--- config.mk ---
export PLATFORM = sky130hd
export DESIGN_NAME = spi_reg_slave
export DESIGN_NICKNAME = d
export VERILOG_FILES = /design/src/rtl/srs_pkg.sv /design/src/rtl/srs_sync.sv /design/src/rtl/srs_shifter.sv /design/src/rtl/srs_regbank.sv /design/src/rtl/spi_reg_slave.sv
export SDC_FILE = /design/constraint.sdc
export NUM_CORES = 1
export LEC_CHECK = 0
export CAP_MARGIN = 20
export CELL_PAD_IN_SITES_DETAIL_PLACEMENT = 1
export CELL_PAD_IN_SITES_GLOBAL_PLACEMENT = 2
export CORE_ASPECT_RATIO = 1.5
export CORE_MARGIN = 8
export CORE_UTILIZATION = 47
export DETAILED_ROUTE_END_ITERATION = 8
export HOLD_SLACK_MARGIN = 0.15
export PLACE_DENSITY = 0.95
export SLEW_MARGIN = 15
export SYNTH_ARGS = -nofsm -noshare
export SYNTH_HDL_FRONTEND = slang
export SYNTH_SLANG_ARGS = --single-unit
export TNS_END_PERCENT = 100
--- constraint.sdc ---
create_clock -name clk -period 8.1 [get_ports clk]
set_input_delay 1.62 -clock clk [delete_from_list [all_inputs] [get_ports clk]]
set_output_delay 1.62 -clock clk [all_outputs]
set_load 0.02 [all_outputs]
--- src/rtl/srs_pkg.sv ---
package srs_pkg;
    localparam int FRAME_BITS = 16;
    localparam int BYTE_W     = 8;
    localparam int ADDR_W     = 6;
    localparam int WORD_IDX_W = ADDR_W - 1;
    localparam int NUM_WORDS  = 1 << WORD_IDX_W;
    localparam int OUT_FIRST  = 1;
    localparam int NUM_OUT    = 11;
    localparam int OUT_IDX_W  = $clog2(NUM_OUT);
    localparam int CFG_FIRST  = OUT_FIRST + NUM_OUT;
    localparam int CMD_WORD   = NUM_WORDS - 1;
    localparam int NUM_CFG    = CMD_WORD - CFG_FIRST;
    localparam int SAMPLE_W   = 14;
    localparam int CNT_W      = $clog2(FRAME_BITS);
    localparam logic [ADDR_W-1:0] CFG_BYTE_BASE = ADDR_W'(2 * CFG_FIRST);

    typedef enum logic [1:0] {
        ST_IDLE,
        ST_FRAME,
        ST_BURST
    } link_state_e;
endpackage

--- src/rtl/srs_sync.sv ---
module srs_sync #(
    parameter int STAGES = 2,
    parameter int W = 3,
    parameter logic [W-1:0] RST_VAL = '0
) (
    input  logic         clk,
    input  logic         rst_n,
    input  logic [W-1:0] d,
    output logic [W-1:0] q
);
    logic [W-1:0] stage_q [STAGES];

    for (genvar s = 0; s < STAGES; s++) begin : g_stage
        if (s == 0) begin : g_first
            always_ff @(posedge clk or negedge rst_n) begin
                if (!rst_n) stage_q[0] <= RST_VAL;
                else        stage_q[0] <= d;
            end
        end else begin : g_next
            always_ff @(posedge clk or negedge rst_n) begin
                if (!rst_n) stage_q[s] <= RST_VAL;
                else        stage_q[s] <= stage_q[s-1];
            end
        end
    end

    assign q = stage_q[STAGES-1];
endmodule

--- src/rtl/srs_shifter.sv ---
module srs_shifter
    import srs_pkg::*;
(
    input  logic                  clk,
    input  logic                  rst_n,
    input  logic                  clear,
    input  logic                  en,
    input  logic                  sclk_rise,
    input  logic                  sclk_fall,
    input  logic                  mosi,
    input  logic                  load,
    input  logic [FRAME_BITS-1:0] load_word,
    output logic [FRAME_BITS-2:0] rx_cmd,
    output logic [CNT_W-1:0]      bit_cnt,
    output logic                  done,
    output logic                  miso
);
    localparam logic [CNT_W-1:0] LAST_BIT = CNT_W'(FRAME_BITS - 1);

    logic [FRAME_BITS-1:0] rx_q;
    logic [FRAME_BITS-1:0] tx_q;
    logic [CNT_W-1:0]      cnt_q;
    logic                  done_q;

    always_ff @(posedge clk or negedge rst_n) begin
        if (!rst_n) begin
            rx_q   <= '0;
            tx_q   <= '0;
            cnt_q  <= '0;
            done_q <= 1'b0;
        end else begin
            done_q <= 1'b0;
            if (clear) begin
                cnt_q <= '0;
            end else if (en && sclk_rise) begin
                rx_q   <= {rx_q[FRAME_BITS-2:0], mosi};
                cnt_q  <= (cnt_q == LAST_BIT) ? '0 : cnt_q + CNT_W'(1);
                done_q <= (cnt_q == LAST_BIT);
            end
            if (load) begin
                tx_q <= load_word;
            end else if (en && sclk_fall && cnt_q != '0) begin
                tx_q <= {tx_q[FRAME_BITS-2:0], 1'b0};
            end
        end
    end

    // the bit below the flag is reserved and dropped here
    assign rx_cmd  = {rx_q[FRAME_BITS-1], rx_q[FRAME_BITS-3:0]};
    assign bit_cnt = cnt_q;
    assign done    = done_q;
    assign miso    = tx_q[FRAME_BITS-1];
endmodule

--- src/rtl/srs_regbank.sv ---
module srs_regbank
    import srs_pkg::*;
(
    input  logic                  clk,
    input  logic                  rst_n,
    input  logic                  smp_we,
    input  logic [OUT_IDX_W-1:0]  smp_idx,
    input  logic [SAMPLE_W-1:0]   smp_data,
    input  logic                  smp_alarm,
    input  logic                  wr_en,
    input  logic [ADDR_W-1:0]     wr_addr,
    input  logic [BYTE_W-1:0]     wr_data,
    input  logic                  clr_en,
    input  logic [WORD_IDX_W-1:0] clr_idx,
    input  logic [WORD_IDX_W-1:0] rd_idx,
    output logic [FRAME_BITS-1:0] rd_word
);
    logic [FRAME_BITS-1:0] out_word [NUM_OUT];
    logic [FRAME_BITS-1:0] cfg_word [NUM_CFG];

    for (genvar o = 0; o < NUM_OUT; o++) begin : g_out
        localparam logic [WORD_IDX_W-1:0] MY_IDX = WORD_IDX_W'(OUT_FIRST + o);
        logic                nd_q;
        logic                al_q;
        logic [SAMPLE_W-1:0] val_q;

        always_ff @(posedge clk or negedge rst_n) begin
            if (!rst_n) begin
                nd_q  <= 1'b0;
                al_q  <= 1'b0;
                val_q <= '0;
            end else begin
                if (clr_en && clr_idx == MY_IDX) nd_q <= 1'b0;
                if (smp_we && smp_idx == OUT_IDX_W'(o)) begin
                    nd_q  <= 1'b1;
                    al_q  <= smp_alarm;
                    val_q <= smp_data;
                end
            end
        end
        assign out_word[o] = {nd_q, al_q, val_q};
    end

    for (genvar c = 0; c < NUM_CFG; c++) begin : g_cfg
        localparam logic [WORD_IDX_W-1:0] MY_IDX = WORD_IDX_W'(CFG_FIRST + c);
        logic [FRAME_BITS-1:0] word_q;

        always_ff @(posedge clk or negedge rst_n) begin
            if (!rst_n) begin
                word_q <= '0;
            end else if (wr_en && wr_addr[ADDR_W-1:1] == MY_IDX) begin
                if (wr_addr[0]) word_q[FRAME_BITS-1:BYTE_W] <= wr_data;
                else            word_q[BYTE_W-1:0]          <= wr_data;
            end
        end
        assign cfg_word[c] = word_q;
    end

    always_comb begin
        rd_word = '0;
        for (int o = 0; o < NUM_OUT; o++) begin
            if (rd_idx == WORD_IDX_W'(OUT_FIRST + o)) rd_word = out_word[o];
        end
        for (int c = 0; c < NUM_CFG; c++) begin
            if (rd_idx == WORD_IDX_W'(CFG_FIRST + c)) rd_word = cfg_word[c];
        end
    end
endmodule

--- src/rtl/spi_reg_slave.sv ---
module spi_reg_slave
    import srs_pkg::*;
#(
    parameter int SYNC_STAGES = 2
) (
    input  logic                 clk,
    input  logic                 rst_n,
    input  logic                 spi_sclk,
    input  logic                 spi_cs_n,
    input  logic                 spi_mosi,
    output logic                 spi_miso,
    input  logic                 smp_we,
    input  logic [OUT_IDX_W-1:0] smp_idx,
    input  logic [SAMPLE_W-1:0]  smp_data,
    input  logic                 smp_alarm,
    output logic                 cfg_we,
    output logic [ADDR_W-1:0]    cfg_addr,
    output logic [BYTE_W-1:0]    cfg_data,
    output logic                 spi_err
);
    localparam logic [WORD_IDX_W-1:0] OUT_LO     = WORD_IDX_W'(OUT_FIRST);
    localparam logic [WORD_IDX_W-1:0] CMD_IDX    = WORD_IDX_W'(CMD_WORD);
    localparam logic [OUT_IDX_W-1:0]  LAST_BURST = OUT_IDX_W'(NUM_OUT - 1);

    // pin synchronizer and edge detection
    logic [2:0] pins_s;
    logic       sclk_d, cs_d;
    logic       sclk_rise, sclk_fall, cs_rise, cs_fall;

    srs_sync #(.STAGES(SYNC_STAGES), .W(3), .RST_VAL(3'b011)) u_sync (
        .clk   (clk),
        .rst_n (rst_n),
        .d     ({spi_mosi, spi_cs_n, spi_sclk}),
        .q     (pins_s)
    );

    always_ff @(posedge clk or negedge rst_n) begin
        if (!rst_n) begin
            sclk_d <= 1'b1;
            cs_d   <= 1'b1;
        end else begin
            sclk_d <= pins_s[0];
            cs_d   <= pins_s[1];
        end
    end

    assign sclk_rise = pins_s[0] & ~sclk_d;
    assign sclk_fall = ~pins_s[0] & sclk_d;
    assign cs_rise   = pins_s[1] & ~cs_d;
    assign cs_fall   = ~pins_s[1] & cs_d;

    // link state
    link_state_e           state_q, state_d;
    logic [OUT_IDX_W-1:0]  burst_q, burst_d;
    logic [FRAME_BITS-1:0] resp_q, resp_d;
    logic                  err_q;
    logic                  cfg_we_q;
    logic [ADDR_W-1:0]     cfg_addr_q;
    logic [BYTE_W-1:0]     cfg_data_q;

    // datapath between pieces
    logic [FRAME_BITS-2:0]  rx_cmd;
    logic [CNT_W-1:0]       bit_cnt;
    logic                   done;
    logic                   load;
    logic [FRAME_BITS-1:0]  load_word;
    logic                   wr_en;
    logic                   clr_en;
    logic                   err_set;
    logic [WORD_IDX_W-1:0]  rd_idx;
    logic [FRAME_BITS-1:0]  rd_word;

    logic                   cmd_wr;
    logic [ADDR_W-1:0]      cmd_addr;
    logic [BYTE_W-1:0]      cmd_data;
    logic [WORD_IDX_W-1:0]  cmd_word;

    assign cmd_wr   = rx_cmd[FRAME_BITS-2];
    assign cmd_addr = rx_cmd[BYTE_W +: ADDR_W];
    assign cmd_data = rx_cmd[BYTE_W-1:0];
    assign cmd_word = cmd_addr[ADDR_W-1:1];

    srs_shifter u_shift (
        .clk       (clk),
        .rst_n     (rst_n),
        .clear     (cs_fall),
        .en        (state_q != ST_IDLE),
        .sclk_rise (sclk_rise),
        .sclk_fall (sclk_fall),
        .mosi      (pins_s[2]),
        .load      (load),
        .load_word (load_word),
        .rx_cmd    (rx_cmd),
        .bit_cnt   (bit_cnt),
        .done      (done),
        .miso      (spi_miso)
    );

    srs_regbank u_bank (
        .clk       (clk),
        .rst_n     (rst_n),
        .smp_we    (smp_we),
        .smp_idx   (smp_idx),
        .smp_data  (smp_data),
        .smp_alarm (smp_alarm),
        .wr_en     (wr_en),
        .wr_addr   (cmd_addr),
        .wr_data   (cmd_data),
        .clr_en    (clr_en),
        .clr_idx   (rd_idx),
        .rd_idx    (rd_idx),
        .rd_word   (rd_word)
    );

    // state register
    always_ff @(posedge clk or negedge rst_n) begin
        if (!rst_n) begin
            state_q    <= ST_IDLE;
            burst_q    <= '0;
            resp_q     <= '0;
            err_q      <= 1'b0;
            cfg_we_q   <= 1'b0;
            cfg_addr_q <= '0;
            cfg_data_q <= '0;
        end else begin
            state_q  <= state_d;
            burst_q  <= burst_d;
            resp_q   <= resp_d;
            cfg_we_q <= wr_en;
            if (err_set) err_q <= 1'b1;
            if (wr_en) begin
                cfg_addr_q <= cmd_addr;
                cfg_data_q <= cmd_data;
            end
        end
    end

    // next state and outputs
    always_comb begin
        state_d   = state_q;
        burst_d   = burst_q;
        resp_d    = resp_q;
        load      = 1'b0;
        load_word = resp_q;
        wr_en     = 1'b0;
        clr_en    = 1'b0;
        err_set   = 1'b0;
        rd_idx    = cmd_word;
        unique case (state_q)
            ST_IDLE: begin
                if (cs_fall) begin
                    state_d = ST_FRAME;
                    load    = 1'b1;
                end
            end
            ST_FRAME: begin
                if (cs_rise) begin
                    state_d = ST_IDLE;
                    err_set = (bit_cnt != '0);
                end else if (done) begin
                    load = 1'b1;
                    if (cmd_wr) begin
                        wr_en     = (cmd_addr >= CFG_BYTE_BASE);
                        load_word = '0;
                    end else begin
                        if (cmd_word == CMD_IDX) begin
                            rd_idx  = OUT_LO;
                            state_d = ST_BURST;
                            burst_d = '0;
                        end
                        load_word = rd_word;
                        clr_en    = 1'b1;
                    end
                    resp_d = load_word;
                end
            end
            ST_BURST: begin
                if (cs_rise) begin
                    state_d = ST_IDLE;
                end else if (done) begin
                    load = 1'b1;
                    if (burst_q == LAST_BURST) begin
                        state_d   = ST_FRAME;
                        load_word = '0;
                    end else begin
                        burst_d   = burst_q + OUT_IDX_W'(1);
                        rd_idx    = OUT_LO + WORD_IDX_W'(burst_q) + WORD_IDX_W'(1);
                        load_word = rd_word;
                        clr_en    = 1'b1;
                    end
                    resp_d = load_word;
                end
            end
            default: state_d = ST_IDLE;
        endcase
    end

    assign cfg_we   = cfg_we_q;
    assign cfg_addr = cfg_addr_q;
    assign cfg_data = cfg_data_q;
    assign spi_err  = err_q;
endmodule

==> flow_summary.yaml <==
outcome:
  status: "finished, final reports clean"
placement:
  dp_hpwl_um: 68800
  dp_slack_ns: 2.85
  io_buffers: 41
  place.gp.congestion: 0.920
synth:
  synthArstFlopShare_pct: 100
  synth-edff-count: 0
  ys_ff_latch: 563
  synthCells: 2334
  synth.distinct_cells: 88
  synth.avg_cell_area_um2: 11.5
  yosysSeqAreaShare_pct: 52.5
  synth_nets: 2368
  synthFlopType: "dfrtp_1"
  synth_area_um2: 26900
  yosys_warnings: 0
worst_setup_path:
  crit_required_ns: 8.68
  critPathTopFamily: "compound AO/OA/AOI/OAI gates"
  start_kind: "flip-flop"
  worstSetupPathType: "flip-flop to flip-flop"
  crit_cells: 15
  crit_buf_inv: 4
  critPathArrivalTime_ns: 5.98
  cpMaxStageDelayCell: "o41ai_2"
  cpPeakStageDelay_ns: 0.58
  crit_chain: "inv_1, ha_1, inv_1, o41ai_2, nand3_4, buf_4, nor3_2, buf_4, a22oi_1, o22ai_1, mux2i_1, a31oi_1, a211oi_1, o31ai_1, a21o_1"
  r2r_cells: 15
  cp-end-kind: "flip-flop"
  critPathMaxFanout: 42
route:
  drc: 0
  num_vias: 21200
  postRouteAntennaNets: 0
  wl_um: 103000
  via_per_inst: 6.76
  post_drt_wl_per_cell_um: 32.8
  drtIter0Drc: 1967
  first_pass_iters: 6
floorplan:
  die_h_um: 309
  die_width_um: 211
  initial_core_util_pct: 47.5
  fp-row-count: 107
  core_area_um2: 56600
  io_pins: 42
  dieArea_um2: 65200
timing:
  maxSlewHeadroom_pct: 17.0
  rsz0062_at_grt: "no"
  setup_viol: 0
  hold_viol: 0
  worstMarginPinSlew_ns: 1.24
  finalCritPeriodShare_pct: 66.7
  skew_ns: 0.0301
  max_freq_ghz: 0.185
  finalSetupTns_ns: 0
  timing.final.crit_period_ns: 5.40
  fin_ws_ns: 2.70
  drv_slew: 0
clocking:
  cts_buffer_depth: 3
  insertion_delay_ns: 0.65
  cts_hold_buf: 0
  post_cts_resized: 0
  clkSinkCount: 563
  cts.reportedPaths.clkPinSlew_ns: 0.07
  cts-root-buf: "clkbuf_16"
  postCtsSetupBuffers: 0
  htree_num_levels: 2
  cts_tree: "yes"
  cts_inserted_buffers: 53
global_routing:
  overflow: 0
  grt_max_degree: 158
  grt_use_total_pct: 31.6
  grt_pass1_wl_um: 154000
  antenna_found_initial: 1
  grt_pass1_vias: 23200
power:
  power_mw: 6.90
  max-vdd-ir-drop_v: 0.000216
  leakage_nw: 13.6
  powerDensity_nw_per_um2: 231
cells_and_area:
  area.growth.synth_to_final_pct: 11.3
  drive_gt1_share_pct: 29.4
  multiInputGateArea_um2: 12100
  regArea_um2: 14100
  n_antenna_cell: 0
  fillers: 5815
  utilization_pct: 52.8
  nNetsFinal: 2372
run:
  cap_violations: 0
min_path:
  min_path_type: "flip-flop to flip-flop"
  hold_path_depth: 0
## registers in the layout (all words and copies together), names as in the netlist, 2 cells and up
| signal | cells |
|---|---|
| u_shift.bit_cnt | 4 |
| u_bank.g_out.val_q | 154 |
| state_q | 2 |
| u_shift.rx_q | 16 |
| cfg_data | 8 |
| u_bank.g_out.al_q | 11 |
| u_sync.q | 3 |
| u_shift.tx_q | 16 |
| u_bank.g_out.nd_q | 11 |
| resp_q | 16 |
| u_sync.stage_q | 3 |
| cfg_addr | 6 |
| burst_q | 4 |
| u_bank.g_cfg.word_q | 304 |
## layout by cell type, fill, tap and decap left out, types with 7 or more instances in the layout
master           netlist  final
o221ai_1              10     10
a21o_1                20     20
a31oi_1               17     17
dfrtp_1              557    557
or3_1                  8      8
a221o_1               11     11
inv_1                 16     16
clkbuf_1             102     13
ha_1                   9      9
nor3_1                22     21
a22oi_1               32     32
mux2_2               496    496
a211o_1                7      7
nor2_1               144    140
o22ai_1               34     34
a21oi_1               94     92
and3_1                 8      8
a221oi_1              21     20
o21a_1                13     13
buf_4                  2     54
nor3_2                 7      7
o211ai_1              13     13
mux2i_1               38     38
a2111oi_0              8      8
nand2_1              251    251
nand2b_1              10     10
nand4_1               18     18
a211oi_1              13     12
clkdlybuf4s50_1        0     40
clkbuf_16              0     53
nand3_1               49     48
o21ai_0              114    114
clkbuf_8               0     15
## synthesized netlist by cell type, types with 7 or more instances
cell | n | area share (%)
a2111oi_0 | 8 | 0.26
a211o_1 | 7 | 0.23
a211oi_1 | 13 | 0.36
a21o_1 | 20 | 0.56
a21oi_1 | 94 | 1.8
a221o_1 | 11 | 0.41
a221oi_1 | 21 | 0.68
a22oi_1 | 32 | 0.89
a31oi_1 | 17 | 0.40
and3_1 | 8 | 0.19
buf_1 | 9 | 0.13
buf_2 | 38 | 0.71
clkbuf_1 | 102 | 1.4
dfrtp_1 | 557 | 52
ha_1 | 9 | 0.42
inv_1 | 16 | 0.22
mux2_2 | 496 | 21
mux2i_1 | 38 | 1.4
nand2_1 | 251 | 3.5
nand2b_1 | 10 | 0.23
nand3_1 | 49 | 0.91
nand4_1 | 18 | 0.42
nor2_1 | 144 | 2.0
nor3_1 | 22 | 0.41
nor3_2 | 7 | 0.26
o211ai_1 | 13 | 0.36
o21a_1 | 13 | 0.36
o21ai_0 | 114 | 2.1
o221ai_1 | 10 | 0.33
o22ai_1 | 34 | 0.79
or3_1 | 8 | 0.19
## logic make-up (layout without fill, tap and decap cells)
family	after synthesis	in the layout	synth area share (%)
xor+xnor	2	2	0.0652
flops	563	563	52.5
mux	534	534	22.2
compound gates	499	499	12.9
fa+ha+maj	9	9	0.419
simple gates	557	557	9.37
buf+inv	170	212	2.61
## layout make-up
type	instances	share of cell area [%]
multi-input combinational	1601	40.6
tap	763	3.19
clock inverter	12	0.456
sequential	563	47.1
timing repair buffer	101	3.10
inverter	18	0.226
clock buffer	81	5.29
## power by group
part	internal, mW	total [mW]	switching, mW	leakage (nW)
clock	1.41	2.55	1.14	0.851
combinational	0.353	1.10	0.746	5.26
sequential	3.07	3.25	0.177	7.47
## metrics by stage
step | hold WS, ns | instances | cell area (µm²)
floorplan | 0.331 | 2334 | 26900
global placement | 0.348 | 3041 | 28100
finish | 0.360 | 3139 | 29900
detailed placement | 0.342 | 3043 | 28200
CTS | 0.365 | 3136 | 29900
global route | 0.370 | 3139 | 29900
## routing by layer
| layer | vias to the layer above | part of all wire (%) | global-route usage (%) |
|---|---|---|---|
| met5 | - | 0.013 | 0 |
| met4 | 2 | 9.6 | 25.6 |
| met3 | 541 | 7.2 | 5.79 |
| met2 | 1173 | 48 | 51.9 |
| met1 | 11000 | 36 | 36.0 |
| li1 | 8530 | - | - |
## final timing paths
kind / start / endpoint / slack (ns)
worst max-delay path: state_q[0] / u_shift.tx_q[13] / 2.70
worst min-delay path: u_sync.stage_q[5] / u_sync.q[2] / 0.36
worst max register to register: state_q[0] / u_shift.tx_q[13] / 2.70
worst min register to register: u_sync.stage_q[5] / u_sync.q[2] / 0.36
max in group asynchronous: rst_n / u_bank.g_cfg[1].word_q[4] / 5.52
min in group asynchronous: rst_n / u_bank.g_out[2].val_q[11] / 1.06
Power figures use the tool's default switching activity.
